[config.mk]
export PLATFORM = sky130hd
export DESIGN_NAME = uart_rx16
export DESIGN_NICKNAME = d
export VERILOG_FILES = /design/src/rtl/urx_pkg.sv /design/src/rtl/urx_sync.sv /design/src/rtl/urx_fmt.sv /design/src/rtl/urx_break.sv /design/src/rtl/urx_deframer.sv /design/src/rtl/uart_rx16.sv
export SDC_FILE = /design/constraint.sdc
export NUM_CORES = 1
export LEC_CHECK = 0
export CORE_MARGIN = 2
export CORE_UTILIZATION = 35
export DETAILED_ROUTE_END_ITERATION = 7
export DONT_BUFFER_PORTS = 1
export PLACE_DENSITY = 0.52
export SETUP_SLACK_MARGIN = 0.02
export SYNTH_ARGS = -nofsm -noshare
export SYNTH_HDL_FRONTEND = slang
export SYNTH_SLANG_ARGS = --single-unit
export TNS_END_PERCENT = 100
[constraint.sdc]
create_clock -name clk -period 6.13 [get_ports clk]
set_clock_uncertainty 0.2 [all_clocks]
set_input_delay 0.3065 -clock clk [delete_from_list [all_inputs] [get_ports clk]]
set_output_delay 0.3065 -clock clk [all_outputs]
set_load 0.02 [all_outputs]
[src/rtl/urx_pkg.sv]
// Shared types of the serial receiver: parity selection codes and the
// states of the character deframer.
package urx_pkg;

    // Parity selection as carried on the configuration port (3 = none).
    typedef enum logic [1:0] {
        PAR_NONE  = 2'd0,
        PAR_EVEN  = 2'd1,
        PAR_ODD   = 2'd2,
        PAR_NONE2 = 2'd3
    } par_mode_e;

    // Deframer state.
    typedef enum logic [2:0] {
        ST_IDLE   = 3'd0,
        ST_START  = 3'd1,
        ST_DATA   = 3'd2,
        ST_PAR    = 3'd3,
        ST_STOP   = 3'd4,
        ST_WAITHI = 3'd5
    } rx_state_e;

endpackage

[src/rtl/urx_sync.sv]
// Multi-stage synchronizer for the asynchronous serial line.
// Assumes: the line idles high, so every stage resets to 1 and reset
// produces no false falling edge.
module urx_sync #(
    parameter int STAGES = 2
) (
    input  logic clk,
    input  logic rst_n,
    input  logic din,
    output logic dout
);
    logic [STAGES-1:0] chain;

    // Shift the raw line through the flop chain.
    always_ff @(posedge clk) begin
        if (!rst_n) chain <= '1;
        else        chain <= {chain[STAGES-2:0], din};
    end

    assign dout = chain[STAGES-1];
endmodule

[src/rtl/urx_fmt.sv]
// Decodes the run-time format configuration into the values the deframer
// and the break detector use.
// Assumes: the configuration is held stable while a character is in flight.
module urx_fmt
    import urx_pkg::*;
#(
    parameter int OVS      = 16,
    parameter int MIN_BITS = 5,
    parameter int MAX_BITS = 9,
    parameter int IDX_W    = $clog2(MAX_BITS),
    parameter int BRK_W    = $clog2(OVS * (MAX_BITS + 4) + 1)
) (
    input  logic [3:0]       cfg_data_bits,
    input  logic [1:0]       cfg_parity,
    input  logic             cfg_two_stop,
    output logic [IDX_W-1:0] last_idx,
    output logic             par_en,
    output logic             par_odd,
    output logic             two_stop,
    output logic [BRK_W-1:0] char_ticks
);
    localparam int FB_W = 5;

    logic [3:0]      nbits;
    logic [FB_W-1:0] frame_bits;
    par_mode_e       pmode;

    // Clamp the requested data-bit count to the supported range.
    always_comb begin
        if (cfg_data_bits < 4'(MIN_BITS))      nbits = 4'(MIN_BITS);
        else if (cfg_data_bits > 4'(MAX_BITS)) nbits = 4'(MAX_BITS);
        else                                   nbits = cfg_data_bits;
    end

    // Decode parity mode and the whole-character length in ticks.
    always_comb begin
        pmode      = par_mode_e'(cfg_parity);
        par_en     = (pmode == PAR_EVEN) || (pmode == PAR_ODD);
        par_odd    = (pmode == PAR_ODD);
        two_stop   = cfg_two_stop;
        last_idx   = IDX_W'(nbits - 4'd1);
        frame_bits = FB_W'(1) + FB_W'(nbits) + FB_W'(par_en) + FB_W'(1) + FB_W'(cfg_two_stop);
        char_ticks = BRK_W'(frame_bits) * BRK_W'(OVS);
    end
endmodule

[src/rtl/urx_break.sv]
// Break detector: counts sample ticks while the synchronized line is low and
// raises a level flag once the low time exceeds one character; the flag
// clears on the first clock that sees the line high.
// Assumes: char_ticks fits BRK_W and the counter saturates there.
module urx_break #(
    parameter int BRK_W = 8
) (
    input  logic             clk,
    input  logic             rst_n,
    input  logic             tick,
    input  logic             line,
    input  logic [BRK_W-1:0] char_ticks,
    output logic             brk
);
    logic [BRK_W-1:0] low_cnt;

    // Measure low time; flag the tick that goes past one character.
    always_ff @(posedge clk) begin
        if (!rst_n) begin
            low_cnt <= '0;
            brk     <= 1'b0;
        end else if (line) begin
            low_cnt <= '0;
            brk     <= 1'b0;
        end else if (tick) begin
            if (low_cnt >= char_ticks) brk     <= 1'b1;
            else                       low_cnt <= low_cnt + 1'b1;
        end
    end
endmodule

[src/rtl/urx_deframer.sv]
// Character deframer running on the oversampling tick: validates the start
// bit at half a bit, samples data, parity and stop bits mid-bit, and
// publishes the character with its error flags on a one-cycle strobe.
// Assumes: line is already synchronized; the format is stable per character.
module urx_deframer
    import urx_pkg::*;
#(
    parameter int OVS      = 16,
    parameter int MAX_BITS = 9,
    parameter int IDX_W    = $clog2(MAX_BITS)
) (
    input  logic                clk,
    input  logic                rst_n,
    input  logic                tick,
    input  logic                line,
    input  logic [IDX_W-1:0]    last_idx,
    input  logic                par_en,
    input  logic                par_odd,
    input  logic                two_stop,
    output logic [MAX_BITS-1:0] data_o,
    output logic                valid_o,
    output logic                perr_o,
    output logic                ferr_o
);
    localparam int CNT_W = $clog2(OVS);
    localparam logic [CNT_W-1:0] HALF_END = CNT_W'(OVS / 2 - 1);
    localparam logic [CNT_W-1:0] FULL_END = CNT_W'(OVS - 1);

    rx_state_e           state;
    logic [CNT_W-1:0]    tcnt;
    logic [IDX_W-1:0]    bidx;
    logic [MAX_BITS-1:0] shreg;
    logic                par_bit;
    logic                stop_bad;
    logic                stop_second;
    logic                mid_full;
    logic                mid_half;

    // Tick positions where the current bit is due for sampling.
    always_comb begin
        mid_full = tick && (tcnt == FULL_END);
        mid_half = tick && (tcnt == HALF_END);
    end

    // Frame sequencing, sampling and result publication.
    always_ff @(posedge clk) begin
        if (!rst_n) begin
            state       <= ST_IDLE;
            tcnt        <= '0;
            bidx        <= '0;
            shreg       <= '0;
            par_bit     <= 1'b0;
            stop_bad    <= 1'b0;
            stop_second <= 1'b0;
            data_o      <= '0;
            valid_o     <= 1'b0;
            perr_o      <= 1'b0;
            ferr_o      <= 1'b0;
        end else begin
            valid_o <= 1'b0;
            case (state)
                ST_IDLE: begin
                    if (tick && !line) begin
                        state <= ST_START;
                        tcnt  <= '0;
                    end
                end
                ST_START: begin
                    if (mid_half) begin
                        tcnt <= '0;
                        if (!line) begin
                            state <= ST_DATA;
                            bidx  <= '0;
                            shreg <= '0;
                        end else begin
                            state <= ST_IDLE;
                        end
                    end else if (tick) begin
                        tcnt <= tcnt + 1'b1;
                    end
                end
                ST_DATA: begin
                    if (mid_full) begin
                        tcnt        <= '0;
                        shreg[bidx] <= line;
                        if (bidx == last_idx) begin
                            state       <= par_en ? ST_PAR : ST_STOP;
                            stop_bad    <= 1'b0;
                            stop_second <= 1'b0;
                        end else begin
                            bidx <= bidx + 1'b1;
                        end
                    end else if (tick) begin
                        tcnt <= tcnt + 1'b1;
                    end
                end
                ST_PAR: begin
                    if (mid_full) begin
                        tcnt    <= '0;
                        par_bit <= line;
                        state   <= ST_STOP;
                    end else if (tick) begin
                        tcnt <= tcnt + 1'b1;
                    end
                end
                ST_STOP: begin
                    if (mid_full) begin
                        tcnt <= '0;
                        if (two_stop && !stop_second) begin
                            stop_second <= 1'b1;
                            stop_bad    <= !line;
                        end else begin
                            valid_o <= 1'b1;
                            data_o  <= shreg;
                            ferr_o  <= stop_bad || !line;
                            perr_o  <= par_en && ((^shreg) ^ par_bit ^ par_odd);
                            state   <= line ? ST_IDLE : ST_WAITHI;
                        end
                    end else if (tick) begin
                        tcnt <= tcnt + 1'b1;
                    end
                end
                ST_WAITHI: begin
                    if (line) state <= ST_IDLE;
                end
                default: state <= ST_IDLE;
            endcase
        end
    end
endmodule

[src/rtl/uart_rx16.sv]
// Top of the oversampling serial receiver: synchronizer, format decoder,
// deframer and break detector.
// Assumes: sample_tick is a single-cycle pulse at OVS times the bit rate and
// the configuration changes only while the line is idle.
module uart_rx16
    import urx_pkg::*;
#(
    parameter int OVS         = 16,
    parameter int MAX_BITS    = 9,
    parameter int SYNC_STAGES = 2
) (
    input  logic                clk,
    input  logic                rst_n,
    input  logic                sample_tick,
    input  logic                rxd,
    input  logic [3:0]          cfg_data_bits,
    input  logic [1:0]          cfg_parity,
    input  logic                cfg_two_stop,
    output logic [MAX_BITS-1:0] rx_data,
    output logic                rx_valid,
    output logic                rx_parity_err,
    output logic                rx_frame_err,
    output logic                rx_break
);
    localparam int IDX_W = $clog2(MAX_BITS);
    localparam int BRK_W = $clog2(OVS * (MAX_BITS + 4) + 1);

    logic             line_s;
    logic [IDX_W-1:0] last_idx;
    logic             par_en;
    logic             par_odd;
    logic             two_stop;
    logic [BRK_W-1:0] char_ticks;

    urx_sync #(.STAGES(SYNC_STAGES)) u_sync (
        .clk  (clk),
        .rst_n(rst_n),
        .din  (rxd),
        .dout (line_s)
    );

    urx_fmt #(
        .OVS     (OVS),
        .MIN_BITS(5),
        .MAX_BITS(MAX_BITS),
        .IDX_W   (IDX_W),
        .BRK_W   (BRK_W)
    ) u_fmt (
        .cfg_data_bits(cfg_data_bits),
        .cfg_parity   (cfg_parity),
        .cfg_two_stop (cfg_two_stop),
        .last_idx     (last_idx),
        .par_en       (par_en),
        .par_odd      (par_odd),
        .two_stop     (two_stop),
        .char_ticks   (char_ticks)
    );

    urx_deframer #(
        .OVS     (OVS),
        .MAX_BITS(MAX_BITS),
        .IDX_W   (IDX_W)
    ) u_deframe (
        .clk     (clk),
        .rst_n   (rst_n),
        .tick    (sample_tick),
        .line    (line_s),
        .last_idx(last_idx),
        .par_en  (par_en),
        .par_odd (par_odd),
        .two_stop(two_stop),
        .data_o  (rx_data),
        .valid_o (rx_valid),
        .perr_o  (rx_parity_err),
        .ferr_o  (rx_frame_err)
    );

    urx_break #(.BRK_W(BRK_W)) u_break (
        .clk       (clk),
        .rst_n     (rst_n),
        .tick      (sample_tick),
        .line      (line_s),
        .char_ticks(char_ticks),
        .brk       (rx_break)
    );
endmodule

==> results of run 1 <==
## per-layer routing
layer	vias up	part of all wire (%)	global-route usage, %
met4	0	0.92	3.68
met5	-	0	0
met2	39	46	24.0
met1	1061	49	22.5
met3	7	4.1	3.34
li1	1154	-	-
## logic make-up after synthesis
| logic type | count (synthesis) | synth area share [%] |
|---|---|---|
| and+or+nand+nor | 113 | 22.3 |
| AOI/OAI and AO/OA | 84 | 19.6 |
| DFF | 46 | 33.5 |
| buffers and inverters | 38 | 5.60 |
| xor gates and xnor gates | 16 | 5.64 |
| muxes | 16 | 6.28 |
| adders and majority gates | 15 | 7.10 |
## worst max-delay path, stage by stage
cell and delay (ns):
inv_1 0.02, ha_1 0.38, fa_1 0.44, ha_1 0.20
xnor2_1 0.12, ha_1 0.30, a21o_1 0.17, o21a_1 0.31
or4_1 0.54, a21oi_1 0.15
## cell type report
cell class              count  area [um^2]
fillers                   826         4750
multi-input cells         244         1680
flip-flops and latches     46          921
well taps                 102          128
clock buffers               6         72.6
inverters                  19         71.3
clock inverters             2         37.5
repair buffers              3         30.0
## repair_timing
item,CTS,global route
hold buffers,3,0
resized for setup,0,0
endpoints found under the hold margin,11,0
## flip-flops by register name, indices dropped and copies added, names as in the netlist
signal                 flops
u_deframe.bidx             4
u_sync.chain               2
u_deframe.perr_o           1
u_break.brk                1
u_deframe.stop_bad         1
u_break.low_cnt            8
u_deframe.tcnt             4
u_deframe.data_o           9
u_deframe.ferr_o           1
u_deframe.shreg            9
u_deframe.par_bit          1
u_deframe.valid_o          1
u_deframe.stop_second      1
u_deframe.state            3
## path summary, 6_finish.rpt
kind | depth (start not counted) | to | start | slack [ns]
setup / recovery | 10 | u_break.low_cnt[6]$_SDFFE_PP0P_ | cfg_parity[0] | 3.22
hold / removal | 2 | u_deframe.tcnt[2]$_SDFFE_PN0P_ | sample_tick | 0.008
setup reg to reg | 5 | u_deframe.data_o[0]$_SDFFE_PN0P_ | u_deframe.state[1]$_SDFFE_PN0P_ | 3.22
hold reg to reg | 1 | u_sync.chain[1]$_SDFF_PN1_ | u_sync.chain[0]$_SDFF_PN1_ | 0.21
## stage by stage
stage	setup WS (ns)	hold slack [ns]	util, %	cells
3_5_place_dp	2.90	0.186	36.4	411
6_report	3.22	0.00769	38.2	422
4_1_cts	3.20	0.00380	38.2	422
5_1_grt	2.98	0.00895	38.2	422
2_1_floorplan	2.98	0.180	-	328
3_3_place_gp	2.94	0.183	36.4	411
## placed cells by master (no fill, tap or decap), types with 6 or more instances in the layout
master / instances
xnor2_1: 12
nor3_1: 6
nor2_1: 27
nand2_1: 26
mux2i_1: 15
nor2b_1: 6
or4_1: 6
nand3_1: 11
dfxtp_1: 46
a21oi_1: 35
inv_1: 19
ha_1: 14
o31ai_1: 6
o21ai_0: 16
nand2b_1: 7
## power groups by stage
stage | registers, mW | logic, mW | clock network, mW
final | 0.306 | 0.0563 | 0.228
after global routing | 0.307 | 0.0640 | 0.248
after CTS | 0.306 | 0.0573 | 0.235
after detailed placement | 0.313 | 0.0540 | 0
after global placement | 0.313 | 0.0533 | 0
after floorplan | 0.310 | 0.0497 | 0
==> impl_metrics.csv, run 1 <==
group,metric,value,unit
logic_synthesis,ys_seq_elements,46,
worst_setup_path,crit_arrival,2.94,ns
drt,vias_per_cell,5.36,
logic_synthesis,synthesis.nets,354,
clocking,post_cts_buffers,0,
final_layout,antennaDiodeCount,0,
global_routing,grt_max_degree,30,
sta,setup_violations,0,
logic_synthesis,syn_inst,328,
final_layout,finalNetCount,345,
global_routing,overflow,0,
drt,drt-wirelength-per-cell,14.9,um
logic_synthesis,synth_area_leaders,"dfxtp_1 33%, a21oi_1 6.4%, ha_1 6.4%",
sta,tightest_slew,1.19,ns
sta,fin_crit,2.91,ns
pwr,finalPower,0.590,mW
pwr,p_clk_share,38.6,%
logic_synthesis,yosysMostFrequentCell,"dfxtp_1",
clocking,cts_tree,"done",
global_routing,grt_antenna_before_repair,0,
global_routing,grt_pass1_wl,10800,um
logic_synthesis,async_flop_share,0,%
floorplanning,fp.dieW,92.6,um
clocking,htreeDepth,2,
final_layout,drive_gt1_share,5.31,%
drt,ant_nets,0,
floorplanning,die_y,92.6,um
logic_synthesis,synth_common_cells,"46 x dfxtp_1, 35 x a21oi_1, 27 x nor2_1",
clocking,cts_buffers,5,
logic_synthesis,yosys.area.top_type_share,33.5,%
pwr,peakVddDrop,120,uV
placed_design,place_area,0.00280,mm^2
sta,hold_viol,0,
pwr,combPwrFrac,9.6,%
drt,drc,0,
worst_setup_path,worst_ep_required_time,6.16,ns
sta,fin_tns_setup,0,ns
floorplanning,coreArea,0.00769,mm^2
worst_setup_path,path_class,"in2reg",
worst_setup_path,critPathMaxFanout,13,
clocking,numClockSinks,46,
global_routing,track_usage,15.7,%
pwr,netSwitchingFraction,24.3,%
logic_synthesis,syn_area,0.00275,mm^2
job,cap_violations,0,
clocking,clk_pin_slew,0.09,ns
logic_synthesis,syn_avg_cell_area,8.38,um^2
logic_synthesis,synth_edf_count,0,
final_layout,postLayoutCellArea,0.00294,mm^2
logic_synthesis,yosys_warnings,0,
floorplanning,row_count,32,
floorplanning,io_pins,24,
clocking,root_buffer,"clkbuf_8",
pwr,p_per_area,201,mW/mm^2
drt,num_vias,2261,
drt,drt_pass1_iterations,4,
sta,min_period_over_period,47.5,%
logic_synthesis,synth.distinct_cells,59,
placed_design,dpl.hpwl,4330,um
worst_setup_path,critPathLaunchType,"input pin",
pwr,power.internal,0.446,mW
sta,rsz0062_at_grt,"false",
placed_design,portBuffers,0,
logic_synthesis,synth_ff_type,"dfxtp_1",
pwr,p_sw,0.144,mW
clocking,insertion_delay,0.30,ns
worst_setup_path,endpoint_kind,"flop",
sta,max_freq,0.343,GHz
min_path,hp-class,"in2reg",
logic_synthesis,yosysSeqAreaShare,33.5,%
clocking,clock_path_buffers,2,
drt,drt_iter0_drc,84,
run_status,status,"finished clean",
floorplanning,die_area,0.00858,mm^2
floorplanning,initial_core_util,35.8,%
placed_design,gp_congestion,0.769,
sta,relSlewSlack,20.6,%
final_layout,area_growth,6.73,%
sta,report.final.slew_viol_count,0,
pwr,seqPwrFrac,51.8,%
logic_synthesis,yosys.area.top_type,"dfxtp_1",
global_routing,grt_pass1_vias,2150,
pwr,power.leakage,0.987,nW
drt,routed_wl,6300,um
Power figures use the tool's default switching activity.
==> run 2, diff against run 1 <==
- ABC_AREA: unset -> 1
- clock period: 6.13 -> 2.7 ns (I/O delays scaled with it)
==> impl_metrics.csv, run 2 <==
group,metric,value,unit
run_status,status,"finished with violations",
run_status,violations,"hold timing",
worst_setup_path,critPathMaxFanout,11,
floorplanning,coreArea,0.00733,mm^2
pwr,p_per_area,464,mW/mm^2
final_layout,stdcell_count,519,
logic_synthesis,synth_edf_count,0,
floorplanning,fp.dieW,91.7,um
worst_setup_path,r2r_cells,11,
drt,ant_nets,0,
drt,vias_per_cell,4.73,
final_layout,fill_cells,773,
global_routing,grt_antenna_before_repair,0,
clocking,clk_pin_slew,0.09,ns
drt,num_vias,2453,
clocking,cts_buffers,5,
sta,report.final.slew_viol_count,0,
logic_synthesis,syn_inst,408,
sta,min_period_over_period,87.9,%
drt,drt_pass1_iterations,4,
worst_setup_path,rrSetupSlack,0.62,ns
clocking,clock_path_buffers,2,
worst_setup_path,worst_ep_required_time,2.70,ns
logic_synthesis,syn_avg_cell_area,6.59,um^2
min_path,hp-class,"in2reg",
final_layout,layout_commonest_cell,"nand2_1",
worst_setup_path,critPathLaunchType,"input pin",
global_routing,gr-usage-met1,22.5,%
final_layout,drive_gt1_share,8.57,%
global_routing,overflow,0,
logic_synthesis,yosys_warnings,0,
final_layout,seqCellArea,921,um^2
global_routing,top_usage_layer,"met2",
logic_synthesis,ys_seq_elements,46,
min_path,worst_hold_path.endpoint,"u_deframe.perr_o$_SDFFE_PN0P_",
logic_synthesis,synthesis.nets,434,
floorplanning,die_y,91.7,um
floorplanning,row_count,31,
job,cap_violations,0,
logic_synthesis,async_flop_share,0,%
sta,max_freq,0.421,GHz
min_path,hold_start,"cfg_parity[1]",
sta,tightest_slew,0.762,ns
floorplanning,io_pins,24,
drt,drt_iter0_drc,99,
sta,relSlewSlack,49.1,%
worst_setup_path,endpoint_kind,"flop",
min_path,hold-path-cell-count,4,
clocking,htreeDepth,2,
logic_synthesis,synth_area_leaders,"dfxtp_1 34%, nand2_1 13%, inv_1 7.4%",
logic_synthesis,synth_common_cells,"94 x nand2_1, 53 x inv_1, 51 x nor2_1",
logic_synthesis,yosysSeqAreaShare,34.2,%
global_routing,grt_pass1_wl,10700,um
sta,setup_violations,0,
clocking,root_buffer,"clkbuf_8",
global_routing,track_usage,15.7,%
worst_setup_path,r2r-start,"u_deframe.state[1]$_SDFFE_PN0P_",
sta,hold_viol,1,
sta,whs,-0.0181,ns
final_layout,antennaDiodeCount,0,
logic_synthesis,synth_ff_type,"dfxtp_1",
final_layout,final_cell_mix,"94 x nand2_1, 53 x inv_1, 51 x nor2_1, 46 x dfxtp_1, 35 x a21oi_1",
logic_synthesis,syn_area,0.00269,mm^2
drt,drc,0,
worst_setup_path,crit_arrival,2.38,ns
global_routing,grt_pass1_vias,2308,
logic_synthesis,yosys.area.top_type,"dfxtp_1",
final_layout,area_growth,10.5,%
pwr,peakVddDrop,177,uV
floorplanning,die_area,0.00840,mm^2
logic_synthesis,synth.distinct_cells,30,
sta,fin_tns_setup,0,ns
final_layout,largest_registers,"u_deframe.data_o (9), u_deframe.shreg (9), u_break.low_cnt (8)",
clocking,cts_tree,"done",
worst_setup_path,reg2reg_to,"u_deframe.bidx[2]$_SDFFE_PN0P_",
worst_setup_path,path_class,"in2reg",
pwr,power.leakage,1.32,nW
placed_design,portBuffers,0,
clocking,numClockSinks,46,
logic_synthesis,yosysMostFrequentCell,"nand2_1",
placed_design,gp_congestion,0.774,
logic_synthesis,yosys.area.top_type_share,34.2,%
global_routing,grt_max_degree,22,
placed_design,dpl.hpwl,4390,um
sta,rsz0062_at_grt,"false",
global_routing,met3_usage,3.29,%
drt,drt-wirelength-per-cell,11.5,um
sta,fin_crit,2.37,ns
floorplanning,initial_core_util,36.7,%
final_layout,multi_input_area,0.00153,mm^2
global_routing,met2_usage,23.5,%
drt,routed_wl,5990,um
final_layout,finalNetCount,445,
clocking,insertion_delay,0.31,ns
placed_design,dp_cells,507,
-- run 2: cell types whose count changed in the layout (fill, tap and decap cells not counted), moves of 15 or more --
cell | previous run | this run
o21ai_0 | 16 | 32
inv_1 | 19 | 53
mux2i_1 | 15 | 0
nand3_1 | 11 | 30
nor2_1 | 27 | 51
nand2_1 | 26 | 94
-- run 2: area by class of cell --
cell class / instances / share of cell area [%]
Sequential cell: 46 / 31.0
Inverter: 55 / 6.95
Tap cell: 99 / 4.17
Clock inverter: 3 / 0.716
Timing Repair Buffer: 13 / 3.54
Multi-Input combinational cell: 298 / 51.3
Clock buffer: 5 / 2.32
-- run 2: routing by layer --
layer,vias up,wire (um),share of wire (%)
li1,1326,-,-
met1,1079,3260,55
met2,42,2460,41
met3,6,196,3.3
met4,0,70,1.2
met5,-,0,0
-- run 2: worst max path at each step --
stage,from,to
2_1_floorplan,cfg_data_bits[3],u_break.low_cnt[7]$_SDFFE_PP0P_
3_3_place_gp,cfg_parity[0],u_break.low_cnt[4]$_SDFFE_PP0P_
3_5_place_dp,cfg_parity[0],u_break.low_cnt[5]$_SDFFE_PP0P_
4_1_cts,cfg_parity[0],u_break.low_cnt[4]$_SDFFE_PP0P_
5_1_grt,cfg_data_bits[3],u_break.low_cnt[4]$_SDFFE_PP0P_
6_report,cfg_data_bits[3],u_break.low_cnt[4]$_SDFFE_PP0P_
-- run 2: cell families after synthesis --
logic type / share of synthesized area [%]
and+or+nand+nor: 32.2
AOI/OAI and AO/OA: 14.8
adders and majority gates: 7.26
DFF: 34.2
buffers and inverters: 9.49
xor gates and xnor gates: 1.95
-- run 2: what timing repair did --
item / CTS / global route
hold buffers: 3 / 0
resized for setup: 0 / 1
endpoints found under the setup margin: 0 / 1
hold endpoints to repair: 22 / 0
buffers inserted: 0 / 1
-- run 2: power by group --
part           internal (mW)  switching (mW)
logic                 0.0823           0.141
clock network          0.182           0.259
registers              0.692          0.0208
total                  0.957           0.422
-- run 2: worst max-delay path, stage by stage --
cell      delay (ns)
inv_1           0.03
nand3_1         0.08
nand2_1         0.07
nand2_1         0.07
inv_1           0.07
fa_1            0.38
ha_1            0.29
ha_1            0.31
inv_1           0.06
o21bai_1        0.06
a31oi_1         0.21
nand3_1         0.09
buf_4           0.18
inv_1           0.09
nand2_1         0.05
o21ai_0         0.14
nor2_1          0.05
-- run 2: per-stage QoR --
| step | setup WS (ns) | utilization [%] | area (um^2) | power [mW] |
|---|---|---|---|---|
| after floorplan | 0.0454 | - | 2690 | 0.899 |
| after global placement | -0.0178 | 38.6 | 2830 | 0.943 |
| after detailed placement | -0.0617 | 38.6 | 2830 | 0.943 |
| after CTS | 0.269 | 40.3 | 2950 | 1.39 |
| after global routing | 0.0776 | 40.5 | 2970 | 1.46 |
| final | 0.327 | 40.5 | 2970 | 1.38 |
==> run 3, diff against run 2 <==
- PLACE_DENSITY: 0.52 -> unset
- PLACE_DENSITY_LB_ADDON: unset -> 0.1
==> impl_metrics.csv, run 3 (synthesis results as in run 2) <==
group,metric,value,unit
drt,vias_per_cell,4.78,
global_routing,grt_pass1_wl,10600,um
clocking,insertion_delay,0.30,ns
floorplanning,io_pins,24,
drt,drt_iter0_drc,77,
final_layout,largest_registers,"u_deframe.data_o (9), u_deframe.shreg (9), u_break.low_cnt (8)",
final_layout,postLayoutCellArea,0.00294,mm^2
clocking,numClockSinks,46,
worst_setup_path,endpoint_kind,"flop",
global_routing,track_usage,15.3,%
drt,drc,0,
global_routing,grt_antenna_before_repair,0,
sta,hold_viol,0,
pwr,power.leakage,1.30,nW
sta,fin_tns_setup,0,ns
worst_setup_path,crit_arrival,2.46,ns
clocking,clock_path_buffers,2,
floorplanning,fp.dieW,91.7,um
clocking,post_cts_buffers,0,
final_layout,area_growth,9.21,%
run_status,status,"finished clean",
placed_design,dp_cells,505,
pwr,peakVddDrop,239,uV
pwr,p_per_area,466,mW/mm^2
sta,fin_crit,2.43,ns
placed_design,place_area,0.00282,mm^2
sta,setup_violations,0,
clocking,cts_tree,"done",
clocking,root_buffer,"clkbuf_8",
sta,min_period_over_period,89.8,%
drt,drt_pass1_iterations,4,
worst_setup_path,worst_ep_required_time,2.74,ns
drt,drt-wirelength-per-cell,11.7,um
worst_setup_path,critPathMaxFanout,3,
pwr,finalPower,1.37,mW
floorplanning,die_area,0.00840,mm^2
sta,max_freq,0.412,GHz
placed_design,dpl.hpwl,4610,um
placed_design,gp_congestion,0.803,
floorplanning,initial_core_util,36.7,%
final_layout,layout_commonest_cell,"nand2_1",
floorplanning,row_count,31,
sta,report.final.slew_viol_count,0,
sta,tightest_slew,0.582,ns
placed_design,portBuffers,0,
worst_setup_path,critPathLaunchType,"input pin",
clocking,clk_pin_slew,0.10,ns
drt,routed_wl,6020,um
job,cap_violations,0,
clocking,post_cts_resized,0,
global_routing,grt_max_degree,17,
min_path,hp-class,"in2reg",
final_layout,antennaDiodeCount,0,
clocking,htreeDepth,2,
final_layout,drive_gt1_share,7.67,%
final_layout,stdcell_count,516,
placed_design,dpl_worst_slack,-0.0387,ns
drt,num_vias,2467,
final_layout,finalNetCount,442,
global_routing,overflow,0,
floorplanning,die_y,91.7,um
drt,ant_nets,0,
clocking,cts_buffers,5,
sta,rsz0062_at_grt,"false",
final_layout,final_cell_mix,"94 x nand2_1, 53 x inv_1, 51 x nor2_1, 46 x dfxtp_1, 35 x a21oi_1",
sta,relSlewSlack,61.1,%
floorplanning,coreArea,0.00733,mm^2
worst_setup_path,path_class,"in2reg",
sta,worst_slack,0.275,ns
global_routing,grt_pass1_vias,2276,
[run 3: cell types whose count changed in the layout (fill, tap and decap cells not counted)]
cell	change
buf_4	-3
ha_1	+1
ha_4	-1
[run 3: critical path, stage by stage]
cell,delay (ns)
inv_1,0.02
ha_1,0.35
fa_1,0.44
ha_1,0.29
ha_1,0.30
inv_1,0.06
o21bai_1,0.06
a31oi_1,0.17
nand3_1,0.14
buf_4,0.16
nor2_1,0.11
o21ai_0,0.09
a21oi_1,0.13
[run 3: where the power goes]
| part | total (mW) | internal, mW | switching [mW] |
|---|---|---|---|
| logic | 0.221 | 0.0777 | 0.143 |
| registers | 0.713 | 0.692 | 0.0210 |
| clock network | 0.436 | 0.183 | 0.253 |
[run 3: path summary, 6_finish.rpt]
kind	start	end	slack, ns	cells past startpoint
setup reg to reg	u_deframe.state[2]$_SDFFE_PN0P_	u_deframe.bidx[2]$_SDFFE_PN0P_	0.62	12
hold / removal	cfg_parity[1]	u_deframe.perr_o$_SDFFE_PN0P_	0.04	4
setup / recovery	cfg_parity[0]	u_break.low_cnt[6]$_SDFFE_PP0P_	0.27	13
hold reg to reg	u_sync.chain[0]$_SDFF_PN1_	u_sync.chain[1]$_SDFF_PN1_	0.23	1
[run 3: layout make-up]
type,instances,area [um^2]
clock buffers,5,68.8
clock inverters,3,21.3
fillers,788,4390
inverters,55,206
multi-input cells,298,1510
flip-flops and latches,46,921
well taps,99,124
repair buffers,10,82.6
[run 3: routing by layer]
| metal | wire, um | part of all wire (%) | track usage (%) | vias to the layer above |
|---|---|---|---|---|
| li1 | - | - | - | 1325 |
| met1 | 3280 | 54 | 22.2 | 1108 |
| met2 | 2480 | 41 | 22.5 | 30 |
| met3 | 209 | 3.5 | 3.62 | 4 |
| met4 | 49 | 0.81 | 4.17 | 0 |
| met5 | 0 | 0 | 0 | - |
[run 3: through the flow]
stage | util (%) | hold slack [ns]
finish | 40.1 | 0.0397
global route | 40.1 | 0.0794
CTS | 40.1 | 0.0322
detailed placement | 38.4 | 0.0507
global placement | 38.4 | 0.0421
floorplan | - | 0.0416
[run 3: repair_timing]
item	CTS	global route
setup endpoints to repair	0	0
hold buffers	3	0
endpoints found under the hold margin	23	0
